===== src/rtl/mcp_pkg.sv =====
package mcp_pkg;

    // Per-stage transform applied to the incoming select
    typedef enum logic [1:0] {
        XF_ZERO = 2'b00,   // output forced to 0
        XF_ONE  = 2'b01,   // output forced to 1
        XF_PASS = 2'b10,   // output follows select
        XF_FLIP = 2'b11    // output is complement of select
    } xform_e;

    function automatic xform_e xf_from_data(input logic a, input logic b);
        xform_e r;
        unique case ({a, b})
            2'b00:   r = XF_ZERO;
            2'b11:   r = XF_ONE;
            2'b01:   r = XF_PASS;
            default: r = XF_FLIP;
        endcase
        return r;
    endfunction

    // Merge an earlier span with a later span into one transform
    function automatic xform_e xf_merge(input xform_e early, input xform_e late);
        logic [1:0] e;
        xform_e r;
        e = early;
        unique case (late)
            XF_ZERO: r = XF_ZERO;
            XF_ONE:  r = XF_ONE;
            XF_PASS: r = early;
            default: r = xform_e'({e[1], ~e[0]});
        endcase
        return r;
    endfunction

    function automatic logic xf_eval(input xform_e x, input logic s);
        logic [1:0] v;
        v = x;
        return v[1] ? (s ^ v[0]) : v[0];
    endfunction

endpackage


===== src/rtl/mcp_encode.sv =====
module mcp_encode
    import mcp_pkg::*;
#(
    parameter int N = 16
) (
    input  logic [N-1:0] a_i,
    input  logic [N-1:0] b_i,
    output xform_e       xf_o [N]
);

    for (genvar k = 0; k < N; k++) begin : g_stage
        assign xf_o[k] = xf_from_data(a_i[k], b_i[k]);
    end

endmodule


===== src/rtl/mcp_prefix_tree.sv =====
module mcp_prefix_tree
    import mcp_pkg::*;
#(
    parameter int N = 16
) (
    input  xform_e xf_i [N],
    output xform_e pf_o [N]
);

    localparam int LEVELS = (N > 1) ? $clog2(N) : 1;

    xform_e cur [N];
    xform_e nxt [N];

    // Kogge-Stone: at level l each position merges with the one 2**l below
    always_comb begin
        cur = xf_i;
        nxt = xf_i;
        for (int l = 0; l < LEVELS; l++) begin
            for (int i = 0; i < N; i++) begin
                if (i >= (1 << l)) begin
                    nxt[i] = xf_merge(cur[i - (1 << l)], cur[i]);
                end else begin
                    nxt[i] = cur[i];
                end
            end
            cur = nxt;
        end
        pf_o = cur;
    end

endmodule


===== src/rtl/mcp_apply.sv =====
module mcp_apply
    import mcp_pkg::*;
#(
    parameter int N = 16
) (
    input  xform_e       pf_i [N],
    input  logic         sel_i,
    output logic [N-1:0] out_o
);

    for (genvar k = 0; k < N; k++) begin : g_out
        assign out_o[k] = xf_eval(pf_i[k], sel_i);
    end

endmodule


===== src/rtl/mux_chain_prefix.sv =====
module mux_chain_prefix
    import mcp_pkg::*;
#(
    parameter int N = 16
) (
    input  logic         clk,
    input  logic         rst_n,
    input  logic [N-1:0] a_in,
    input  logic [N-1:0] b_in,
    input  logic         sel_in,
    output logic [N-1:0] stage_out
);

    logic [N-1:0] a_q;
    logic [N-1:0] b_q;
    logic         sel_q;
    logic [N-1:0] res_d;

    xform_e stage_xf  [N];
    xform_e prefix_xf [N];

    // Input capture: reset value a=b=0 makes every stage force 0
    always_ff @(posedge clk or negedge rst_n) begin
        if (!rst_n) begin
            a_q   <= '0;
            b_q   <= '0;
            sel_q <= 1'b0;
        end else begin
            a_q   <= a_in;
            b_q   <= b_in;
            sel_q <= sel_in;
        end
    end

    mcp_encode #(.N(N)) enc_i (
        .a_i  (a_q),
        .b_i  (b_q),
        .xf_o (stage_xf)
    );

    mcp_prefix_tree #(.N(N)) tree_i (
        .xf_i (stage_xf),
        .pf_o (prefix_xf)
    );

    mcp_apply #(.N(N)) apply_i (
        .pf_i  (prefix_xf),
        .sel_i (sel_q),
        .out_o (res_d)
    );

    always_ff @(posedge clk or negedge rst_n) begin
        if (!rst_n) begin
            stage_out <= '0;
        end else begin
            stage_out <= res_d;
        end
    end

endmodule


===== config.mk =====
export PLATFORM = sky130hd
export DESIGN_NAME = mux_chain_prefix
export DESIGN_NICKNAME = d
export VERILOG_FILES = /design/src/rtl/mcp_pkg.sv /design/src/rtl/mcp_encode.sv /design/src/rtl/mcp_prefix_tree.sv /design/src/rtl/mcp_apply.sv /design/src/rtl/mux_chain_prefix.sv
export SDC_FILE = /design/constraint.sdc
export NUM_CORES = 1
export LEC_CHECK = 0
export BUFFER_PORTS_ARGS = -buffer_cell sky130_fd_sc_hd__buf_2
export CORE_ASPECT_RATIO = 0.9
export CORE_MARGIN = 2
export CORE_UTILIZATION = 54
export CTS_CLUSTER_DIAMETER = 50
export CTS_CLUSTER_SIZE = 12
export DETAILED_ROUTE_END_ITERATION = 6
export PLACE_DENSITY = 0.84
export REMOVE_ABC_BUFFERS = 1
export SYNTH_ARGS = -nofsm -noshare
export SYNTH_HDL_FRONTEND = slang
export SYNTH_SLANG_ARGS = --single-unit
export TNS_END_PERCENT = 50

===== constraint.sdc =====
create_clock -name clk -period 3.9 [get_ports clk]
set_input_delay 0.78 -clock clk [delete_from_list [all_inputs] [get_ports clk]]
set_output_delay 0.78 -clock clk [all_outputs]
set_load 0.03 [all_outputs]

==> flow_summary.toml, run 1 <==
[power]
finalPower_w = 0.001225
p_seq_share_pct = 46.7
p_int_w = 0.0008937
peakVddDrop_v = 0.0002756
pwr-share-clk_pct = 34.9
comb_power_share_pct = 18.4
leakagePower_nw = 1.546
switchingPower_w = 0.0003313
cellPowerDensity_mw_per_mm2 = 411.6
p_sw_share_pct = 27.05

[yosys]
synth_most_common_cell = "dfrtp_1"
synth_top_area_share_pct = 48.83
syn_inst = 215
yosys.area.top_type = "dfrtp_1"
synth_ff_type = "dfrtp_1"
synth-edff-count = 0
async_flop_share_pct = 100.0
seq_area_frac_synth_pct = 48.83
synth_area_leaders = "dfrtp_1 49%, ha_1 15%, mux2i_1 7.2%"
synth_common_cells = "49 x dfrtp_1, 31 x inv_1, 30 x ha_1"
netlist_area_mm2 = 0.002511
synth_cell_type_count = 36
syn_avg_cell_area_um2 = 11.68
yosysWarnings = 0
ys_ff_latch = 49

[clock_tree]
cts_tree = "built"
clock_latency_ps = 310
cts-resized-gates = 0
cts_max_level = 2
clk_path_buf_depth = 2
post_cts_buffers = 0
clkSlewWorstSetupHoldPaths_ps = 90
cts_buffers = 5
cts_sinks = 49
postCtsHoldBufs = 0
root_buffer = "clkbuf_8"

[floorplan]
core-area_mm2 = 0.004461
initial_utilization_pct = 56.30
die_h_um = 68.70
io_pins = 51
num_rows = 23
fp.dieW_um = 75.88
dieArea_mm2 = 0.005213

[setup_path]
arrival_ps = 3400
startpoint_type = "flop"
path_class = "reg -> reg"
crit_path_end_kind = "flop"
cp_max_fo = 4
crit_required_ps = 4090

[global_route]
grt_overflow = 0
grt_usage_pct = 18.72
grt_pass1_vias = 1690
grt_max_degree = 50
grt_pass1_wl_mm = 7.120
antenna_found_initial = 0

[cells_and_area]
drive_gt1_share_pct = 26.74
design_area_mm2 = 0.002977
num_antenna_cells = 0
syn2layout_area_growth_pct = 18.53
layout.nets = 337

[status]
status = "complete, no violations"

[run]
drv_cap = 0

[place]
gp_congestion = 0.8222
dp_hpwl_mm = 3.206
io_buffers = 50
placed_cell_area_mm2 = 0.002839

[sta]
setup_viol = 0
relSlewSlack_pct = 31.23
rsz0062_at_grt = "no"
timing.fmax_ghz = 0.3120
min_period_ps = 3205
fin_tns_setup_ps = 0
maxSlewViolCount = 0
tightest_slew_ps = 1031
hold_violations = 0
fin_skew_ps = 7.233
post-route-period-util_pct = 82.18

[route]
firstDrtPassIters = 4
drtAntennaViolNets = 0
wl_met1_mm = 1.794
wl_met2_mm = 2.227
drtIter0Drc = 28
highest_layer = "met4"
finalWirelength_mm = 4.278
num_vias = 1627
wl_per_cell_um = 12.77
viasPerCell = 4.857
drc = 0
met3_length_um = 206

[hold_path]
hold_path.class = "reg -> reg"
==> logic make-up (layout without fill, tap and decap cells) <==
family / Yosys count / in the layout / share of synthesized area [%]
XOR/XNOR: 16 / 16 / 5.880
AO/OA/AOI/OAI: 18 / 18 / 6.029
buffers and inverters: 31 / 89 / 4.634
multiplexers: 21 / 21 / 8.669
AND/OR/NAND/NOR: 50 / 50 / 11.01
adder cells (fa/ha/maj): 30 / 30 / 14.95
flip-flops: 49 / 49 / 48.83
==> state kept, by name (all words and copies together) (netlist names) <==
name / flops
a_q: 16
b_q: 16
stage_out: 16
sel_q: 1
==> power groups by stage <==
stage | sequential, W | clock (W) | combinational (W)
final | 0.000572 | 0.000428 | 0.000225
after global routing | 0.000578 | 0.000458 | 0.000250
after CTS | 0.000573 | 0.000435 | 0.000228
after detailed placement | 0.000583 | 0 | 0.000225
after global placement | 0.000580 | 0 | 0.000219
after floorplan | 0.000626 | 0 | 0.000105
==> critical path, cell delays in order (launching register included) <==
cell and delay, ps:
dfrtp_1 410, inv_1 60, ha_1 280, o21bai_1 210, nor4b_2 320, and4_1 300
nor3_2 70, o211ai_2 200, a21oi_1 110, or4b_4 520, xnor2_1 250, mux2_1 360
==> metal layers <==
layer | GRT usage, % | vias up
met4 | 5.482 | 0
met2 | 34.27 | 43
met3 | 5.669 | 4
met5 | 0 | -
li1 | - | 811
met1 | 20.84 | 769
==> stage by stage <==
step,worst slack (ps),hold slack [ps],cells,utilization [%]
finish,695.1,495.6,335,66.73
floorplan,973.9,432.5,215,-
detailed placement,751.0,453.9,327,63.65
global route,481.1,516.7,335,66.73
CTS,707.8,499.9,335,66.73
global placement,835.3,441.7,327,63.65
==> layout make-up <==
type / count / area (µm²)
Fill cell: 343 / 1484
Multi-Input combinational cell: 135 / 1169
Clock inverter: 3 / 68.82
Clock buffer: 5 / 68.82
Timing Repair Buffer: 50 / 250.2
Inverter: 31 / 116.4
Sequential cell: 49 / 1226
Tap cell: 62 / 77.57
==> final timing paths <==
| path | from | cells after the start | slack [ps] | to |
|---|---|---|---|---|
| setup / recovery | a_q[6]$_DFF_PN0_ | 11 | 700 | stage_out[15]$_DFF_PN0_ |
| hold / removal | b_q[15]$_DFF_PN0_ | 1 | 500 | stage_out[15]$_DFF_PN0_ |
| setup reg to reg | a_q[6]$_DFF_PN0_ | 11 | 700 | stage_out[15]$_DFF_PN0_ |
| hold reg to reg | b_q[15]$_DFF_PN0_ | 1 | 500 | stage_out[15]$_DFF_PN0_ |
| max in group asynchronous | rst_n | 1 | 2620 | sel_q$_DFF_PN0_ |
| min in group asynchronous | rst_n | 1 | 650 | b_q[10]$_DFF_PN0_ |
==> placed cells by master (no fill, tap or decap), drive strengths merged, types with 2 or more instances in the layout <==
| cell | Yosys | final |
|---|---|---|
| buf | 0 | 50 |
| dfrtp | 49 | 49 |
| inv | 31 | 32 |
| ha | 30 | 30 |
| nor2 | 20 | 20 |
| mux2i | 18 | 18 |
| xnor2 | 13 | 13 |
| o21bai | 8 | 8 |
| nand2 | 6 | 6 |
| nor3 | 6 | 6 |
| clkbuf | 0 | 5 |
| nor2b | 4 | 4 |
| a21oi | 3 | 3 |
| xor2 | 3 | 3 |
| o211ai | 3 | 3 |
| mux2 | 3 | 3 |
| or2 | 2 | 2 |
| or3 | 2 | 2 |
| bufinv | 0 | 2 |
| nand3 | 2 | 2 |
| and2b | 2 | 2 |
(Power assumes the default switching activity.)
==> run 2: changes to the inputs <==
Settings changed: ABC_AREA set to 1, CORE_UTILIZATION 54 to 57, PLACE_DENSITY 0.84 to 0.85.
Clock period 3.9 ns to 3.15 ns, I/O delays scaled along.
==> run 2 against run 1 <==
- clock skew down 2.4 ps
- via count up 65%
- first-iteration DRC count rose to 5.8 times the previous value
- synthesized cell count up 95%
- final cell count up 62%
- sequential power up 23%
- utilization up 0.46 points
- non-clock buffer count unchanged
- critical path depth down 1
- power up 17%
- critical path type unchanged
- critical endpoint is now stage_out[11]$_DFF_PN0_
- largest cell class is now multi-input combinational cells
==> flow_summary.toml, run 2 <==
[status]
status = "complete, no violations"

[global_route]
grt_pass1_vias = 2468
grt_max_degree = 50
antenna_found_initial = 0
grt_overflow = 0
grt_usage_pct = 22.06
grt_pass1_wl_mm = 10.24

[setup_path]
path_class = "reg -> reg"
crit_family = "simple AND/OR/NAND/NOR gates"
cp_cell_sequence = "inv_1, ha_1, nor2_4, nand4_1, nor3_1, inv_1, nand2_1, nand2_2, nand3_1, nand2_1"
crit_required_ps = 3350
reg2regPathDepth = 10
cp_max_fo = 6
cp.depth = 10
critPathSlowestCell = "dfrtp_1"
critPathMaxStageDelay_ps = 460
arrival_ps = 2180
crit_path_end_kind = "flop"
path_buf_inv = 2
startpoint_type = "flop"

[cells_and_area]
num_antenna_cells = 0
final_cell_mix = "136 x nand2_1, 70 x inv_1, 50 x buf_2"
fillers = 443
final_common_cell = "nand2_1"
drive_gt1_share_pct = 19.75
layout.nets = 541
top_regs = "a_q x16, b_q x16, stage_out x16"
syn2layout_area_growth_pct = 13.38

[clock_tree]
post_cts_buffers = 0
cts_buffers = 5
clk_path_buf_depth = 2
clkSlewWorstSetupHoldPaths_ps = 90
cts_tree = "built"
cts-resized-gates = 0
postCtsHoldBufs = 0
cts_max_level = 2
root_buffer = "clkbuf_8"
cts_sinks = 49
clock_latency_ps = 310

[floorplan]
fp.dieW_um = 82.15
initial_utilization_pct = 59.27
dieArea_mm2 = 0.006107
io_pins = 51
core-area_mm2 = 0.005286
die_h_um = 74.34
num_rows = 25

[route]
met3_length_um = 327
num_vias = 2689
wl_met1_mm = 2.645
highest_layer = "met4"
drc = 0
drtAntennaViolNets = 0
wl_met2_mm = 2.928
finalWirelength_mm = 6.007
viasPerCell = 4.952
wl_per_cell_um = 11.06
drtIter0Drc = 161
firstDrtPassIters = 4

[power]
cellPowerDensity_mw_per_mm2 = 402.8
peakVddDrop_v = 0.0002695
leakagePower_nw = 2.043

[run]
drv_cap = 0

[yosys]
syn_avg_cell_area_um2 = 7.477
synth_ff_type = "dfrtp_1"
synth_area_leaders = "dfrtp_1 39%, nand2_1 16%, ha_1 12%"
synth-edff-count = 0
syn_inst = 419
ys_ff_latch = 49
synth_most_common_cell = "nand2_1"
seq_area_frac_synth_pct = 39.14
async_flop_share_pct = 100.0
synth_top_area_share_pct = 39.14
synth_common_cells = "136 x nand2_1, 70 x inv_1, 49 x dfrtp_1"
netlist_area_mm2 = 0.003133
synth_cell_type_count = 25
yosys.area.top_type = "dfrtp_1"
yosysWarnings = 0

[sta]
fin_skew_ps = 4.838
timing.fmax_ghz = 0.5028
post-route-period-util_pct = 63.13
hold_violations = 0
relSlewSlack_pct = 31.29
tightest_slew_ps = 1031
fin_tns_setup_ps = 0
min_period_ps = 1989
fin_hold_ws_ps = 420.3
maxSlewViolCount = 0
rsz0062_at_grt = "no"
setup_viol = 0

[hold_path]
hold_path.class = "in -> reg"
hold_depth = 1

[place]
gp_congestion = 0.8562
dp_hpwl_mm = 4.898
io_buffers = 50
[run 2: cell count changes after synthesis, moves of 6 or more]
cell / change
inv_1: +39
nand2_1: +130
mux2i_1: -18
xnor2_1: -10
nand3_1: +32
nor2_1: +15
inv_2: +6
nor2_2: +8
nand2_2: +12
[run 2: stage by stage]
stage	std cells	utilization, %	setup WS [ps]	total power, W	area [µm²]
3_5_place_dp	536	65.59	1212	0.001079	3467
3_3_place_gp	536	65.59	1258	0.001062	3467
5_1_grt	543	67.20	970.1	0.001520	3552
4_1_cts	543	67.20	1172	0.001444	3552
2_1_floorplan	419	-	1510	0.0009685	3133
6_report	543	67.20	1161	0.001431	3552
[run 2: cell families (layout without fill, tap and decap cells)]
logic type / Yosys count / after routing / share of synthesized area, %
buffers and inverters: 76 / 133 / 9.105
DFF: 49 / 49 / 39.14
AOI/OAI and AO/OA: 13 / 13 / 2.995
and+or+nand+nor: 242 / 242 / 33.79
adders and majority gates: 30 / 30 / 11.98
xor gates and xnor gates: 9 / 9 / 2.995
[run 2: cell type report]
type | count | area, µm² | area share, %
multi-input combinational | 294 | 1622 | 45.65
sequential | 49 | 1226 | 34.52
inverter | 76 | 285.3 | 8.031
timing repair buffer | 50 | 250.2 | 7.045
tap | 67 | 83.83 | 2.360
clock buffer | 5 | 68.82 | 1.937
clock inverter | 2 | 16.27 | 0.4579
[run 2: metal layers]
layer | vias up | global-route usage (%)
li1 | 1391 | -
met1 | 1224 | 28.86
met2 | 62 | 37.04
met3 | 12 | 4.005
met4 | 0 | 7.778
met5 | - | 0
[run 2: path summary, 6_finish.rpt]
check                                  from                 endpoint  slack [ps]
min in group asynchronous             rst_n         b_q[4]$_DFF_PN0_         500
setup / recovery           a_q[2]$_DFF_PN0_  stage_out[11]$_DFF_PN0_        1160
hold / removal                      b_in[3]         b_q[3]$_DFF_PN0_         420
max in group asynchronous             rst_n        b_q[12]$_DFF_PN0_        2010
hold reg to reg            b_q[0]$_DFF_PN0_   stage_out[0]$_DFF_PN0_         540
setup reg to reg           a_q[2]$_DFF_PN0_  stage_out[11]$_DFF_PN0_        1160
[run 2: power breakdown]
group | internal (W) | leakage (nW) | switching [W] | total (W)
logic | 0.000120 | 1.43 | 0.000243 | 0.000364
registers | 0.000675 | 0.573 | 0.0000273 | 0.000703
clock network | 0.000153 | 0.0402 | 0.000211 | 0.000364
